==> config.mk <==
export PLATFORM = sky130hd
export DESIGN_NAME = i2c_regslave
export DESIGN_NICKNAME = d
export VERILOG_FILES = /design/src/rtl/i2c_regslave_pkg.sv /design/src/rtl/i2c_line_sync.sv /design/src/rtl/i2c_regfile.sv /design/src/rtl/i2c_regslave.sv
export SDC_FILE = /design/constraint.sdc
export NUM_CORES = 2
export LEC_CHECK = 0
export BUFFER_PORTS_ARGS = -buffer_cell sky130_fd_sc_hd__clkbuf_2
export CORE_UTILIZATION = 55
export CTS_CLUSTER_DIAMETER = 120
export CTS_CLUSTER_SIZE = 24
export DETAILED_ROUTE_END_ITERATION = 7
export PLACE_DENSITY = 0.79
export REMOVE_ABC_BUFFERS = 1
export SYNTH_ARGS = -nofsm -noshare
export SYNTH_HDL_FRONTEND = slang
export SYNTH_SLANG_ARGS = --single-unit
export TNS_END_PERCENT = 20
==> constraint.sdc <==
create_clock -name clk -period 6.45 [get_ports clk]
set_clock_uncertainty 0.05 [all_clocks]
set_input_delay 0.9675 -clock clk [delete_from_list [all_inputs] [get_ports clk]]
set_output_delay 0.9675 -clock clk [all_outputs]
set_load 0.02 [all_outputs]
==> src/rtl/i2c_regslave_pkg.sv <==
package i2c_regslave_pkg;

    localparam int REG_AW = 8;

    typedef enum logic [2:0] {
        ST_IDLE,
        ST_ADDR,
        ST_DATA,
        ST_HOLD,
        ST_ACK,
        ST_SEND,
        ST_HACK
    } slv_state_t;

    // Indices that refuse writes while normal access is selected
    function automatic logic locked_in_normal(input logic [REG_AW-1:0] idx);
        return (idx >= 8'h06 && idx <= 8'h09) ||
               (idx == 8'h0C) || (idx == 8'h0D) ||
               (idx >= 8'h10 && idx <= 8'h17) ||
               (idx == 8'h50) || (idx == 8'h51) ||
               (idx >= 8'h57 && idx <= 8'h60) ||
               (idx == 8'h7E);
    endfunction

endpackage

==> src/rtl/i2c_line_sync.sv <==
module i2c_line_sync (
    input  logic clk,
    input  logic rst_n,
    input  logic scl_in,
    input  logic sda_in,
    output logic scl_s,
    output logic sda_s,
    output logic scl_rise,
    output logic scl_fall,
    output logic start_det,
    output logic stop_det
);
    logic scl_q1, sda_q1, scl_d, sda_d;

    always_ff @(posedge clk or negedge rst_n) begin
        if (!rst_n) begin
            scl_q1 <= 1'b1;
            sda_q1 <= 1'b1;
            scl_s  <= 1'b1;
            sda_s  <= 1'b1;
            scl_d  <= 1'b1;
            sda_d  <= 1'b1;
        end else begin
            scl_q1 <= scl_in;
            sda_q1 <= sda_in;
            scl_s  <= scl_q1;
            sda_s  <= sda_q1;
            scl_d  <= scl_s;
            sda_d  <= sda_s;
        end
    end

    assign scl_rise  = scl_s & ~scl_d;
    assign scl_fall  = ~scl_s & scl_d;
    assign start_det = scl_s & scl_d & sda_d & ~sda_s;
    assign stop_det  = scl_s & scl_d & ~sda_d & sda_s;

endmodule

==> src/rtl/i2c_regfile.sv <==
module i2c_regfile
    import i2c_regslave_pkg::*;
#(
    parameter logic [REG_AW-1:0] DEV_REG     = 8'hFE,
    parameter logic [6:0]        DEV_DEFAULT = 7'h3A
) (
    input  logic              clk,
    input  logic              rst_n,
    input  logic              we,
    input  logic [REG_AW-1:0] waddr,
    input  logic [7:0]        wdata,
    input  logic [REG_AW-1:0] raddr,
    output logic [7:0]        rdata,
    output logic [6:0]        dev_addr
);
    localparam int NREG = 1 << REG_AW;

    logic [7:0] mem [NREG];

    always_ff @(posedge clk or negedge rst_n) begin
        if (!rst_n) begin
            for (int i = 0; i < NREG; i++)
                mem[i] <= (i == int'(DEV_REG)) ? {1'b0, DEV_DEFAULT} : 8'h00;
        end else if (we) begin
            mem[waddr] <= wdata;
        end
    end

    assign rdata    = mem[raddr];
    assign dev_addr = mem[DEV_REG][6:0];

endmodule

==> src/rtl/i2c_regslave.sv <==
module i2c_regslave
    import i2c_regslave_pkg::*;
#(
    parameter logic [REG_AW-1:0] DEV_REG     = 8'hFE,
    parameter logic [6:0]        DEV_DEFAULT = 7'h3A
) (
    input  logic clk,
    input  logic rst_n,
    input  logic scl_in,
    input  logic sda_in,
    input  logic setup_mode,
    input  logic proc_done,
    output logic scl_oe,
    output logic sda_oe,
    output logic proc_req
);
    slv_state_t state, state_nx;

    logic scl_s, sda_s, scl_rise, scl_fall, start_det, stop_det;
    logic [3:0]        bcnt;
    logic [7:0]        sh, tx_sh, rdata;
    logic [REG_AW-1:0] ptr;
    logic [6:0]        dev_addr;
    logic              rw, in_addr, first, host_ack, we, addr_hit;

    i2c_line_sync u_sync (
        .clk      (clk),
        .rst_n    (rst_n),
        .scl_in   (scl_in),
        .sda_in   (sda_in),
        .scl_s    (scl_s),
        .sda_s    (sda_s),
        .scl_rise (scl_rise),
        .scl_fall (scl_fall),
        .start_det(start_det),
        .stop_det (stop_det)
    );

    i2c_regfile #(.DEV_REG(DEV_REG), .DEV_DEFAULT(DEV_DEFAULT)) u_regs (
        .clk     (clk),
        .rst_n   (rst_n),
        .we      (we),
        .waddr   (ptr),
        .wdata   (sh),
        .raddr   (ptr),
        .rdata   (rdata),
        .dev_addr(dev_addr)
    );

    assign addr_hit = (sh[7:1] == dev_addr);
    assign we = (state == ST_HOLD) && proc_done && !in_addr && !first &&
                (setup_mode || !locked_in_normal(ptr));

    // State register
    always_ff @(posedge clk or negedge rst_n) begin
        if (!rst_n) state <= ST_IDLE;
        else        state <= state_nx;
    end

    // Next-state logic
    always_comb begin
        state_nx = state;
        if (stop_det) begin
            state_nx = ST_IDLE;
        end else if (start_det) begin
            state_nx = ST_ADDR;
        end else begin
            unique case (state)
                ST_IDLE: state_nx = ST_IDLE;
                ST_ADDR: if (scl_fall && bcnt == 4'd8)
                             state_nx = addr_hit ? ST_HOLD : ST_IDLE;
                ST_DATA: if (scl_fall && bcnt == 4'd8) state_nx = ST_HOLD;
                ST_HOLD: if (proc_done) state_nx = ST_ACK;
                ST_ACK:  if (scl_fall) state_nx = rw ? ST_SEND : ST_DATA;
                ST_SEND: if (scl_fall && bcnt == 4'd7) state_nx = ST_HACK;
                ST_HACK: if (scl_fall) state_nx = host_ack ? ST_SEND : ST_IDLE;
                default: state_nx = ST_IDLE;
            endcase
        end
    end

    // Datapath registers
    always_ff @(posedge clk or negedge rst_n) begin
        if (!rst_n) begin
            bcnt     <= '0;
            sh       <= '0;
            tx_sh    <= '0;
            ptr      <= '0;
            rw       <= 1'b0;
            in_addr  <= 1'b0;
            first    <= 1'b0;
            host_ack <= 1'b0;
        end else if (start_det) begin
            bcnt <= '0;
        end else begin
            unique case (state)
                ST_ADDR, ST_DATA: begin
                    if (scl_rise) begin
                        sh   <= {sh[6:0], sda_s};
                        bcnt <= bcnt + 4'd1;
                    end
                    if (scl_fall && bcnt == 4'd8) begin
                        in_addr <= (state == ST_ADDR);
                        if (state == ST_ADDR) begin
                            rw    <= sh[0];
                            first <= 1'b1;
                        end
                    end
                end
                ST_HOLD: begin
                    if (proc_done && !in_addr) begin
                        if (first) begin
                            ptr   <= sh;
                            first <= 1'b0;
                        end else begin
                            ptr <= ptr + 1'b1;
                        end
                    end
                end
                ST_ACK: begin
                    if (scl_fall) begin
                        bcnt <= '0;
                        if (rw) tx_sh <= rdata;
                    end
                end
                ST_SEND: begin
                    if (scl_fall) begin
                        tx_sh <= {tx_sh[6:0], 1'b0};
                        bcnt  <= bcnt + 4'd1;
                    end
                end
                ST_HACK: begin
                    if (scl_rise) begin
                        host_ack <= !sda_s;
                        ptr      <= ptr + 1'b1;
                    end
                    if (scl_fall && host_ack) begin
                        tx_sh <= rdata;
                        bcnt  <= '0;
                    end
                end
                default: ;
            endcase
        end
    end

    // Outputs
    always_comb begin
        scl_oe   = (state == ST_HOLD);
        proc_req = (state == ST_HOLD);
        unique case (state)
            ST_ACK:  sda_oe = 1'b1;
            ST_SEND: sda_oe = ~tx_sh[7];
            default: sda_oe = 1'b0;
        endcase
    end


    stretch_release_chk: assert property (@(posedge clk) disable iff (!rst_n)
        $fell(scl_oe) |-> $past(proc_done));


    req_hold_chk: assert property (@(posedge clk) disable iff (!rst_n)
        (proc_req && !proc_done) |=> proc_req);


    quiet_sda_chk: assert property (@(posedge clk) disable iff (!rst_n)
        proc_req |-> !sda_oe);


    sda_low_scl_chk: assert property (@(posedge clk) disable iff (!rst_n)
        $rose(sda_oe) |-> !scl_s);

endmodule

==> impl_metrics.toml <==
[outcome]
outcome = "complete, no violations"

[routing]
drtIter0Drc = 5811
viasPerCell = 6.75
first_pass_iters = 8
finalWirelength_mm = 256
wire_per_inst_um = 30.2
num_vias = 57149
ant_nets = 0
drc = 0

[pwr]
power.leakage_uw = 0.0494
p_clk_frac = 0.266
seq_power_share = 0.526
ir_drop_uv = 270
power.share.switching = 0.332
power_frac_comb = 0.208
intPower_uw = 17300
switchingPower_uw = 8600
powerDensity_nw_per_um2 = 254

[cts]
ctsHoldBuffers = 0
cts_tree = "built"
worst_setup_hold_path_clk_slew_ns = 0.11
cts_sinks = 2089
cts_buffers = 97
insertion_delay_ns = 0.79
cts_root_buf = "clkbuf_16"
ctsLongestPathBuffers = 3
cts_resized = 0
h-tree-depth = 3
postCtsSetupRepairBufs = 0

[setup_path]
worstSetupPathType = "reg -> reg"
reg2regPathDepth = 9
max_stage_delay_ns = 1.07
end_kind = "flop"
required_ns = 7.01
cp_slowest_cell = "a2111oi_0"
path_max_fanout = 105
cp.arrival_ns = 6.10
crit_chain = "buf_12 > buf_4 > mux4_2 > mux2i_1 > nor2_1 > a221oi_1 > a31oi_1 > a2111oi_0 > a32oi_1"
worst_setup_path_start_kind = "flop"

[synthesis]
synth_seq_cells = 2089
synth-edff-count = 0
yosysWarnings = 0
synth.avg_cell_area_sq_um = 15.3
ys.flop_type = "dfrtp_1"
async_flop_share = 1.00
postSynthCellCount = 6388
synthesis.area_sq_um = 97500
yosysSeqAreaShare = 0.536
synth_cell_types = 66

[timing]
setup_viol = 0
max_freq_mhz = 181
rsz0062_at_grt = "no"
slew_viol_final = 0
relSlewSlack = 0.122
setup_tns_ns = 0
finalHoldViolCount = 0
setup_ws_ns = 0.916
period_needed_ns = 5.53
worst_pin_slew_ns = 1.31
min_period_over_period = 0.858

[floorplan]
rows = 154
die-area_sq_um = 179000
dieHeight_um = 423
coreArea_sq_um = 176000
io_pins = 9
start_util = 0.554
fp.dieW_um = 423

[global_route]
antenna_found_initial = 1
grt.met1_usage = 0.412
grt-busiest-layer = "met2"
first_global_vias = 59689
grt_overflow = 0
grt_usage = 0.290
use_met3 = 0.0599
grt_pass1_wl_mm = 394
use_met2 = 0.445
grt_max_degree = 203

[placement]
place_congestion = 0.919
hpwlAfterDp_mm = 159
port_buffers = 8
dpl_worst_slack_ns = 1.31

[layout]
area_delta_synth_final_pct = 4.93
drive_above_1_share = 0.503
final.fill_count = 13387
mostFrequentLayoutCells = "mux2_2 (2104), dfrtp_1 (2066), mux4_2 (452)"
final_net_count = 6128
layout_commonest_cell = "mux2_2"

[worst_hold_path]
holdCritPathClass = "in -> async"

[flow_run]
drv_cap = 0
-- sequential cells by signal, summed over array words and instances (netlist names) --
register,count
bcnt,4
first,1
host_ack,1
in_addr,1
ptr,8
rw,1
sh,8
state,3
tx_sh,8
u_regs.dev_addr,7
u_regs.mem,2041
u_sync.scl_d,1
u_sync.scl_q1,1
u_sync.scl_s,1
u_sync.sda_d,1
u_sync.sda_q1,1
u_sync.sda_s,1
-- per-stage QoR --
stage	cells	util	power (uW)	hold WS [ns]	instance area (sq um)
finish	8472	0.581	25900	0.129	102000
global route	8471	0.581	26700	0.152	102000
CTS	8471	0.581	25900	0.167	102000
detailed placement	8357	0.566	19200	0.298	99700
global placement	8356	0.566	19100	0.296	99700
floorplan	5885	-	17300	0.295	95400
-- worst max-delay path, delay by kind of cell (launching register included) --
family / cells / cell delay, ns
AO/OA/AOI/OAI: 4 / 2.14
buffers and inverters: 2 / 1.35
flip-flops: 1 / 0.84
multiplexers: 2 / 0.65
AND/OR/NAND/NOR: 1 / 0.12
-- cells by family (layout without fill, tap and decap cells) --
family | Yosys count | after routing | share of synthesized area
DFF | 2089 | 2089 | 0.536
other | 0 | 1 | 0
AOI/OAI and AO/OA | 384 | 384 | 0.0270
buffers and inverters | 515 | 258 | 0.0222
xor gates and xnor gates | 8 | 8 | 0.000719
muxes | 2720 | 2720 | 0.364
and+or+nand+nor | 666 | 666 | 0.0489
adders and majority gates | 6 | 6 | 0.000770
-- power by group through the flow --
stage | sequential (uW) | clock (uW) | combinational [uW]
6_report | 13600 | 6900 | 5400
5_1_grt | 13700 | 7420 | 5610
4_1_cts | 13600 | 7000 | 5300
3_5_place_dp | 13900 | 0 | 5290
3_3_place_gp | 13900 | 0 | 5230
2_1_floorplan | 14500 | 0 | 2750
-- synthesized netlist by cell type (all sizes together) (12+ instances only) --
cell type,number,area share
o211ai,13,0.0010
inv,12,0.00046
a21oi,75,0.0038
a22oi,36,0.0028
nor2b,16,0.0010
dfrtp,2079,0.53
clkbuf,327,0.013
nor2,168,0.0080
nand2,176,0.0068
o21ai,60,0.0031
o221ai,16,0.0014
a211oi,23,0.0018
a31oi,26,0.0017
nand3,41,0.0022
o22ai,46,0.0030
mux2,2104,0.24
a32o,12,0.0012
nor3,185,0.025
buf,176,0.0091
nand4,12,0.00077
mux4,452,0.10
mux2i,164,0.017
a221oi,21,0.0019
-- routing by layer --
| metal | share of wire | vias to the layer above |
|---|---|---|
| li1 | - | 23195 |
| met1 | 0.41 | 31140 |
| met2 | 0.46 | 2299 |
| met3 | 0.082 | 515 |
| met4 | 0.042 | 0 |
| met5 | 0 | - |
-- path summary, 6_finish.rpt --
path                                          from                           to  slack [ns]
setup / recovery                ptr[1]$_DFFE_PN0P_         tx_sh[0]$_DFFE_PN0P_        0.92
hold / removal                               rst_n  u_regs.mem[297]$_DFFE_PN0P_        0.13
setup reg to reg                ptr[1]$_DFFE_PN0P_         tx_sh[0]$_DFFE_PN0P_        0.92
min in group clk                            sda_in      u_sync.sda_q1$_DFF_PN1_        0.20
hold reg to reg            u_sync.sda_q1$_DFF_PN1_       u_sync.sda_s$_DFF_PN1_        0.31
max in group asynchronous                    rst_n  u_regs.mem[581]$_DFFE_PN0P_        4.50
-- final cells by class --
class | instances | area (sq um) | area share
clock buffer | 111 | 2520 | 0.0247
antenna | 1 | 2.50 | 0.0000245
multi-input combinational | 3784 | 43200 | 0.422
timing repair buffer | 132 | 1270 | 0.0124
sequential | 2089 | 52300 | 0.511
clock inverter | 3 | 62.6 | 0.000611
inverter | 12 | 47.5 | 0.000465
tap | 2340 | 2930 | 0.0286
No activity file was read; power rests on OpenSTA's default activity.
